$ cat src/rtl/tcap_pkg.sv
package tcap_pkg;

   localparam int unsigned TCAP_NUM_CH = 2;

   // register address map; capture byte pairs follow from CAP_BASE
   localparam int unsigned ADR_CTRL     = 0;
   localparam int unsigned ADR_STATUS   = 1;
   localparam int unsigned ADR_CAP_BASE = 2;

   // control register bit positions
   localparam int unsigned CTRL_IE_BIT  = TCAP_NUM_CH;
   localparam int unsigned CTRL_W       = TCAP_NUM_CH + 1;

   typedef struct packed {
      logic                   stat_rd;
      logic [TCAP_NUM_CH-1:0] hi_rd;
      logic [TCAP_NUM_CH-1:0] lo_acc;
   } tcap_strobe_t;

   function automatic int unsigned hi_addr(input int unsigned ch);
      return ADR_CAP_BASE + 2 * ch;
   endfunction

   function automatic int unsigned lo_addr(input int unsigned ch);
      return ADR_CAP_BASE + 2 * ch + 1;
   endfunction

endpackage

$ cat src/rtl/tcap_edge_sync.sv
module tcap_edge_sync #(
   parameter int unsigned STAGES = 2
) (
   input  logic clk,
   input  logic rst_n,
   input  logic pin,
   input  logic rise_sel,
   output logic edge_hit
);

   generate
      if (STAGES < 2) begin : g_err_stages
         $error("tcap_edge_sync: STAGES must be at least 2");
      end
   endgenerate

   logic [STAGES-1:0] sync_q;
   logic              prev_q;
   logic              cur;

   always_ff @(posedge clk or negedge rst_n) begin
      if (!rst_n) begin
         sync_q <= '0;
         prev_q <= 1'b0;
      end else begin
         sync_q <= {sync_q[STAGES-2:0], pin};
         prev_q <= sync_q[STAGES-1];
      end
   end

   assign cur = sync_q[STAGES-1];

   always_comb begin
      if (rise_sel) edge_hit = cur & ~prev_q;
      else          edge_hit = ~cur & prev_q;
   end

endmodule

$ cat src/rtl/tcap_channel.sv
module tcap_channel #(
   parameter int unsigned CNT_W       = 16,
   parameter bit          RUN_IN_PWM  = 1'b1
) (
   input  logic             clk,
   input  logic             rst_n,
   input  logic             edge_hit,
   input  logic             pwm_mode,
   input  logic [CNT_W-1:0] cnt_val,
   input  logic             stat_rd,
   input  logic             hi_rd,
   input  logic             lo_acc,
   output logic [CNT_W-1:0] cap_q,
   output logic             flag_q,
   output logic             lock_q
);

   logic run_en;
   logic accept;
   logic armed_q;

   generate
      if (RUN_IN_PWM) begin : g_always_on
         assign run_en = 1'b1;
      end else begin : g_gated_by_pwm
         assign run_en = ~pwm_mode;
      end
   endgenerate

   assign accept = edge_hit & ~lock_q & run_en;

   // capture register: loads only on an accepted edge
   always_ff @(posedge clk or negedge rst_n) begin
      if (!rst_n)      cap_q <= '0;
      else if (accept) cap_q <= cnt_val;
   end

   // flag: a new capture wins over a clear in the same cycle
   always_ff @(posedge clk or negedge rst_n) begin
      if (!rst_n)                  flag_q <= 1'b0;
      else if (accept)             flag_q <= 1'b1;
      else if (lo_acc && armed_q)  flag_q <= 1'b0;
   end

   // arming: remembers whether the flag was set at the status read
   always_ff @(posedge clk or negedge rst_n) begin
      if (!rst_n)       armed_q <= 1'b0;
      else if (lo_acc)  armed_q <= 1'b0;
      else if (stat_rd) armed_q <= flag_q;
   end

   // lock: upper-byte read freezes the channel until the lower byte
   always_ff @(posedge clk or negedge rst_n) begin
      if (!rst_n)      lock_q <= 1'b0;
      else if (lo_acc) lock_q <= 1'b0;
      else if (hi_rd)  lock_q <= 1'b1;
   end

endmodule

$ cat src/rtl/tcap_regs.sv
module tcap_regs
   import tcap_pkg::*;
#(
   parameter int unsigned BUS_W  = 8,
   parameter int unsigned ADDR_W = 3,
   parameter int unsigned CNT_W  = 16,
   parameter int unsigned NUM_CH = TCAP_NUM_CH
) (
   input  logic                    clk,
   input  logic                    rst_n,
   input  logic                    bus_sel,
   input  logic                    bus_wr,
   input  logic [ADDR_W-1:0]       bus_addr,
   input  logic [BUS_W-1:0]        bus_wdata,
   input  logic [NUM_CH*CNT_W-1:0] cap_flat,
   input  logic [NUM_CH-1:0]       flags,
   output logic [BUS_W-1:0]        bus_rdata,
   output logic [NUM_CH-1:0]       rise_sel,
   output logic                    irq_en,
   output tcap_strobe_t            strb
);

   localparam int unsigned LAST_ADR = ADR_CAP_BASE + 2 * NUM_CH - 1;

   generate
      if (LAST_ADR >= (1 << ADDR_W)) begin : g_err_addr
         $error("tcap_regs: ADDR_W too small for the register map");
      end
      if (BUS_W < CTRL_W) begin : g_err_bus
         $error("tcap_regs: BUS_W too narrow for the control register");
      end
   endgenerate

   logic [CTRL_W-1:0] ctrl_q;
   logic              rd_en;
   logic              wr_ctrl;
   int unsigned       adr;
   logic              unused_wdata;

   assign adr     = int'(bus_addr);
   assign rd_en   = bus_sel & ~bus_wr;
   assign wr_ctrl = bus_sel & bus_wr & (adr == ADR_CTRL);

   assign unused_wdata = ^bus_wdata;

   always_ff @(posedge clk or negedge rst_n) begin
      if (!rst_n)       ctrl_q <= '0;
      else if (wr_ctrl) ctrl_q <= bus_wdata[CTRL_W-1:0];
   end

   assign rise_sel = ctrl_q[NUM_CH-1:0];
   assign irq_en   = ctrl_q[CTRL_IE_BIT];

   // access strobes for the channels
   assign strb.stat_rd = rd_en & (adr == ADR_STATUS);

   genvar gi;
   generate
      for (gi = 0; gi < NUM_CH; gi++) begin : g_strb
         assign strb.hi_rd[gi]  = rd_en & (adr == hi_addr(gi));
         assign strb.lo_acc[gi] = bus_sel & (adr == lo_addr(gi));
      end
   endgenerate

   // read data multiplexer, combinational in the access cycle
   always_comb begin
      bus_rdata = '0;
      if (adr == ADR_CTRL) begin
         bus_rdata[CTRL_W-1:0] = ctrl_q;
      end else if (adr == ADR_STATUS) begin
         bus_rdata[NUM_CH-1:0] = flags;
      end else begin
         for (int c = 0; c < NUM_CH; c++) begin
            if (adr == hi_addr(c))
               bus_rdata = cap_flat[c*CNT_W + BUS_W +: BUS_W];
            else if (adr == lo_addr(c))
               bus_rdata = cap_flat[c*CNT_W +: BUS_W];
         end
      end
   end

endmodule

$ cat src/rtl/tcap_capture_unit.sv
module tcap_capture_unit
   import tcap_pkg::*;
#(
   parameter int unsigned CNT_W       = 16,
   parameter int unsigned BUS_W       = 8,
   parameter int unsigned ADDR_W      = 3,
   parameter int unsigned SYNC_STAGES = 2
) (
   input  logic                   clk,
   input  logic                   rst_n,
   input  logic [CNT_W-1:0]       cnt_val,
   input  logic [TCAP_NUM_CH-1:0] cap_pin,
   input  logic                   pwm_mode,
   input  logic                   irq_mask,
   input  logic                   bus_sel,
   input  logic                   bus_wr,
   input  logic [ADDR_W-1:0]      bus_addr,
   input  logic [BUS_W-1:0]       bus_wdata,
   output logic [BUS_W-1:0]       bus_rdata,
   output logic                   irq
);

   localparam int unsigned NUM_CH = TCAP_NUM_CH;

   generate
      if (CNT_W != 2 * BUS_W) begin : g_err_width
         $error("tcap_capture_unit: CNT_W must be two bus bytes wide");
      end
   endgenerate

   logic [NUM_CH-1:0]       rise_sel;
   logic [NUM_CH-1:0]       edge_hit;
   logic [NUM_CH-1:0]       flag_v;
   logic [NUM_CH-1:0]       lock_v;
   logic [NUM_CH*CNT_W-1:0] cap_flat;
   logic                    irq_en;
   tcap_strobe_t            strb;

   genvar gc;
   generate
      for (gc = 0; gc < NUM_CH; gc++) begin : g_ch
         tcap_edge_sync #(
            .STAGES (SYNC_STAGES)
         ) u_sync (
            .clk      (clk),
            .rst_n    (rst_n),
            .pin      (cap_pin[gc]),
            .rise_sel (rise_sel[gc]),
            .edge_hit (edge_hit[gc])
         );

         // channel 1 (index 0) is idle during PWM / one-pulse operation
         tcap_channel #(
            .CNT_W      (CNT_W),
            .RUN_IN_PWM (gc != 0)
         ) u_chan (
            .clk      (clk),
            .rst_n    (rst_n),
            .edge_hit (edge_hit[gc]),
            .pwm_mode (pwm_mode),
            .cnt_val  (cnt_val),
            .stat_rd  (strb.stat_rd),
            .hi_rd    (strb.hi_rd[gc]),
            .lo_acc   (strb.lo_acc[gc]),
            .cap_q    (cap_flat[gc*CNT_W +: CNT_W]),
            .flag_q   (flag_v[gc]),
            .lock_q   (lock_v[gc])
         );
      end
   endgenerate

   tcap_regs #(
      .BUS_W  (BUS_W),
      .ADDR_W (ADDR_W),
      .CNT_W  (CNT_W),
      .NUM_CH (NUM_CH)
   ) u_regs (
      .clk       (clk),
      .rst_n     (rst_n),
      .bus_sel   (bus_sel),
      .bus_wr    (bus_wr),
      .bus_addr  (bus_addr),
      .bus_wdata (bus_wdata),
      .cap_flat  (cap_flat),
      .flags     (flag_v),
      .bus_rdata (bus_rdata),
      .rise_sel  (rise_sel),
      .irq_en    (irq_en),
      .strb      (strb)
   );

   assign irq = irq_en & (|flag_v) & ~irq_mask;

endmodule

$ cat config.mk
export PLATFORM = sky130hd
export DESIGN_NAME = tcap_capture_unit
export DESIGN_NICKNAME = d
export VERILOG_FILES = /design/src/rtl/tcap_pkg.sv /design/src/rtl/tcap_edge_sync.sv /design/src/rtl/tcap_channel.sv /design/src/rtl/tcap_regs.sv /design/src/rtl/tcap_capture_unit.sv
export SDC_FILE = /design/constraint.sdc
export NUM_CORES = 1
export LEC_CHECK = 0
export BUFFER_PORTS_ARGS = -buffer_cell sky130_fd_sc_hd__buf_2
export CAP_MARGIN = 40
export CORE_UTILIZATION = 49
export CTS_BUF_LIST = sky130_fd_sc_hd__clkbuf_16
export DETAILED_ROUTE_END_ITERATION = 10
export PLACE_DENSITY = 0.8
export SYNTH_ARGS = -nofsm -noshare
export SYNTH_HDL_FRONTEND = slang
export SYNTH_HIERARCHICAL = 1
export SYNTH_SLANG_ARGS = --single-unit
export TNS_END_PERCENT = 50
$ cat constraint.sdc
create_clock -name clk -period 2 [get_ports clk]
set_clock_uncertainty 0.05 [all_clocks]
set_input_delay 0.2 -clock clk [delete_from_list [all_inputs] [get_ports clk]]
set_output_delay 0.2 -clock clk [all_outputs]
set_load 0.01 [all_outputs]
# Word level (Yosys, flattened, before mapping)
# Index checks and enable logic that the tools add are counted.
# Widths: inputs -> output; s select.
[op_classes]
n_reduce_logical = 10
div = 0
n_mul = 0
n_eq_ne = 5
n_addsub = 0
bitwise_logic = 26
n_lt_le_gt_ge = 0
muxes = 22
n_shift = 0
[ops]
columns = ["operator", "count"]
rows = [
  ["$logic_not 32->1", 1],
  ["$mux 8", 4],
  ["$and 1x1->1", 17],
  ["$mux 1", 14],
  ["$reduce_bool 2->1", 6],
  ["$not 1->1", 9],
  ["$eq 3x2->1 const B", 2],
  ["$eq 3x3->1 const B", 2],
  ["$mux 6", 1],
  ["$mux 5", 1],
  ["$eq 3x1->1 const B", 1],
  ["$mux 3", 1],
  ["$logic_and 1x1->1", 2],
  ["$mux 2", 1],
  ["$reduce_or 2->1", 1],
]
[totals]
inputBits = 35
wordCells = 76
mem_bits_rw = 0
ff_bits = 47
rom_bits = 0
out_inout_bits = 9
latch_bits = 0
memories = 0

# Longest topological paths before layout
[depth]
ltp_word = 7
depth_mapped = 6
depth_no_buf = 4

# By module
# Netlist, hierarchy kept.
[by_module_without_submodules]
columns = ["mod", "cells_each", "seq_area_each_um2", "area_per_inst_um2", "n_inst"]
rows = [
  ["tcap_channel at g_ch[1].u_chan", 44, 475.5, 750.7, 1],
  ["tcap_channel at g_ch[0].u_chan", 43, 475.5, 719.4, 1],
  ["tcap_regs", 66, 75.1, 526.8, 1],
  ["tcap_edge_sync", 6, 75.1, 97.6, 2],
  ["tcap_capture_unit", 2, 0.0, 16.3, 1],
]

# Worst setup path after synthesis
# Ideal clock, no wire load.
[synth_timing]
kind = "reg-to-reg"
start = "reg g_ch[0].u_sync.sync_q[1]"
end = "reg g_ch[0].u_chan.cap_q[0]"
arrival_ns = 1.465
path_buffers = 1
setup_slack_ns = 0.360
stages_incl_launch_ff = 6
required_time_ns = 1.825
setup_time_ns = 0.125
period_less_slack_ns = 1.640
path_cell_list = "dfrtp_1 nand2b_1 o21ai_2 nor3b_4 buf_6 mux2_2"
[synth_via]
elab_chain_cells = 5
elab_cells_between_ends = 6
cone_classes = "mux: 1; bitwise: 5"
[synth_lines]
columns = ["item", "line_no", "source"]
rows = [
  ["from (decl)", "tcap_edge_sync.sv:17", "logic [STAGES-1:0] sync_q;"],
  ["from (signal assigned)", "tcap_edge_sync.sv:26", "sync_q <= {sync_q[STAGES-2:0], pin};"],
  ["$not 1->1", "tcap_edge_sync.sv:35", "else edge_hit = ~cur & prev_q;"],
  ["$and 1x1->1", "tcap_edge_sync.sv:35", ""],
  ["$mux 1 *", "tcap_edge_sync.sv:34", "if (rise_sel) edge_hit = cur & ~prev_q;"],
  ["net edge_hit[0]", "tcap_capture_unit.sv:32", "logic [NUM_CH-1:0] edge_hit;"],
  ["$and 1x1->1 * (2 in a row)", "tcap_channel.sv:30", "assign accept = edge_hit & ~lock_q & run_en;"],
  ["to (signal assigned)", "tcap_channel.sv:35", "else if (accept) cap_q <= cnt_val;"],
  ["to (decl)", "tcap_channel.sv:13", "output logic [CNT_W-1:0] cap_q,"],
]
# The timed path passes the listed nets; every way through them passes the cells marked *.
# A chain may end at the register's enable or synchronous reset.

# Worst setup path after layout
[layout_timing]
start = "reg u_regs.ctrl_q[0]"
end = "out bus_rdata[0]"
[layout_via]
elab_chain_cells = 1
[layout_lines]
columns = ["item", "line_no", "source"]
rows = [
  ["from (decl)", "tcap_regs.sv:34", "logic [CTRL_W-1:0] ctrl_q;"],
  ["from (signal assigned)", "tcap_regs.sv:48", "else if (wr_ctrl) ctrl_q <= bus_wdata[CTRL_W-1:0];"],
  ["$mux 3", "tcap_regs.sv:68", "if (adr == ADR_CTRL) begin"],
  ["to (decl)", "tcap_capture_unit.sv:19", "output logic [BUS_W-1:0] bus_rdata,"],
]
# No other way between the ends.

==> run_results.csv <==
group,metric,value,unit
critical_path,required,1750,ps
layout,final_common_cell,"dfrtp_1",
timing,final-hold-violation-count,0,
detailed_routing,drc_errors,0,
detailed_routing,drtIter0Drc,67,
timing,slew_headroom,0.618,
clocking,clock-sinks,47,
timing,post-route-min-period,1720,ps
clocking,clk_path_buf_depth,2,
status,run_status,"finished, final reports clean",
synth,synthCells,167,
run,cap_violations,0,
critical_path,r2r_slack,330,ps
layout,area_delta_synth_final,18.5,%
synth,synth-xor-area-share,0,
die,num_rows,24,
timing,whs,99.6,ps
die,dieHeight,69.1,um
synth,synth_top_cell_by_area,"dfrtp_1",
layout,drive_gt1_frac,0.441,
timing,post-route-period-util,0.862,
synth,synth-seq-area-share,0.533,
synth,synth_top_family_by_area,"multiplexers",
synth,yosys-mux-area-fraction,0.239,
detailed_routing,antenna_left,0,
power,p_leak,0.00118,uW
worst_hold_path,hold_class,"input port to flip-flop",
detailed_routing,drtPass1Iterations,4,
die,die_area,4780,um2
power,powerDensity,1120,nW/um2
detailed_routing,wl_per_cell,16.1,um
layout,num_antenna_cells,0,
synth,yosysTopAreaCellShare,0.533,
timing,timing.fmax,580,MHz
synth,synth.distinct_cells,31,
critical_path,worst-setup-path-type,"flip-flop to primary output",
layout,seqCellArea,1180,um2
synth,synth_fa_ha_area_frac,0,
global_routing,first_global_vias,1501,
synth,syn_nets,202,
clocking,cts_setup_buffers,0,
timing,setup_viol,0,
die,fp.dieW,69.1,um
timing,rsz0062_at_grt,"false",
placed_design,dp_cells,255,
placed_design,place_hpwl,2.93,mm
power,ir_drop,0.508,mV
synth,syn_avg_cell_area,13.2,um2
clocking,clk_latency,280,ps
timing,tightest_slew,568,ps
placed_design,routabilityCongestion,0.742,
critical_path,endpoint_kind,"primary output",
critical_path,arrival,1470,ps
die,initial_core_util,0.507,
timing,report.final.slew_viol_count,0,
global_routing,antenna_found_initial,0,
synth,ys_warn_count,6,
synth,synthSimpleGateAreaFrac,0.0952,
clocking,cts_resized,0,
clocking,root_buffer,"clkbuf_16",
clocking,cts_tree,"yes",
layout,nets,248,
timing,fin_tns_setup,0,ps
clocking,cts.clk_slew.worst_paths,60,ps
detailed_routing,routed_wl,4.27,mm
synth,synthTopCellsByArea,"dfrtp_1, mux2_2, mux2_4",
die,pin_count,44,
critical_path,cp_max_fo,4,
die,core_area,4350,um2
synth,synth-compound-area-share,0.0975,
placed_design,portBuffers,38,
layout,layoutNonFillerInstCount,265,
detailed_routing,vias,1496,
critical_path,cp-start-kind,"flip-flop",
layout,layout_common_cells,"dfrtp_1, buf_2, mux2_2, nor2_1, mux2i_1",
layout,multiInputGateArea,956,um2
clocking,cts_buffers,5,
global_routing,grt_usage,0.190,
clocking,cts_hold_buf,3,
synth,netlist_area,2210,um2
detailed_routing,viasPerCell,5.65,
synth,synth-seq-cells,47,
clocking,h-tree-depth,2,
global_routing,grt_pass1_wl,7.04,mm
layout,fill_cells,362,
global_routing,overflow,0,
global_routing,grt_max_degree,48,
## critical path, cell delays in order, from the launching register on
cell and delay [ps]:
dfrtp_1 420, mux2i_1 150, nor2_1 60, a211oi_1 340, a21oi_1 70, buf_2 150
## power by group
group | total, uW | switching [uW] | internal [uW]
registers | 1450 | 184 | 1270
clock network | 765 | 316 | 449
logic | 708 | 269 | 440
total | 2920 | 769 | 2160
## sequential cells by signal (all words and copies together), names as in the netlist
register             cells
g_ch.u_sync/prev_q       2
g_ch.u_chan/armed_q      2
g_ch.u_chan/cap_q       32
g_ch.u_chan/lock_q       2
g_ch.u_chan/flag_q       2
u_regs/ctrl_q            3
g_ch.u_sync/sync_q       4
## layout make-up
type,count,share of cell area
Sequential cell,47,0.450
Timing Repair Buffer,48,0.109
Multi-Input combinational cell,111,0.365
Tap cell,52,0.0249
Clock inverter,2,0.00335
Clock buffer,5,0.0478
## stage by stage
step                      instance area (um2)  utilization  total power (uW)  worst slack, ps
after global routing                     2620        0.601              3090              226
after floorplan                          2210            -              1960              360
final                                    2620        0.601              2920              276
after global placement                   2450        0.563              2130              368
after CTS                                2620        0.601              2960              296
after detailed placement                 2450        0.563              2180              343
## per-layer routing
| metal | GRT usage | wire (um) | part of all wire |
|---|---|---|---|
| met5 | 0 | 0 | 0 |
| met4 | 0.0680 | 51 | 0.012 |
| met3 | 0.0380 | 184 | 0.043 |
| met2 | 0.314 | 2080 | 0.49 |
| met1 | 0.248 | 1960 | 0.46 |
## cells in the mapped netlist, drive strengths merged
master	number
nor4	1
nor4b	1
nor3b	2
and3	1
a22o	1
a32oi	4
o21ai	7
a211oi	2
o22ai	2
nand2	3
nor2	13
nor3	2
a21o	2
a21oi	8
nor2b	3
o21a	6
nand3b	3
buf	9
nand2b	5
mux2i	10
mux2	35
dfrtp	47
## cell families (layout without fill, tap and decap cells)
logic type / after synthesis / count (layout)
buffers and inverters: 9 / 55
DFF: 47 / 47
and+or+nand+nor: 34 / 34
AOI/OAI and AO/OA: 32 / 32
muxes: 45 / 45
## final timing paths
| check | end | cells after the start | from |
|---|---|---|---|
| hold / removal | u_regs/ctrl_q[1] | 2 | bus_wdata[1] |
| min in group asynchronous | g_ch[0].u_chan/cap_q[9] | 3 | rst_n |
| max in group asynchronous | g_ch[1].u_chan/cap_q[6] | 3 | rst_n |
| hold reg to reg | g_ch[0].u_sync/sync_q[1] | 0 | g_ch[0].u_sync/sync_q[0] |
| setup / recovery | bus_rdata[0] | 5 | u_regs/ctrl_q[0] |
| setup reg to reg | g_ch[0].u_chan/cap_q[5] | 5 | g_ch[0].u_sync/sync_q[1] |
Power figures use the tool's default switching activity.
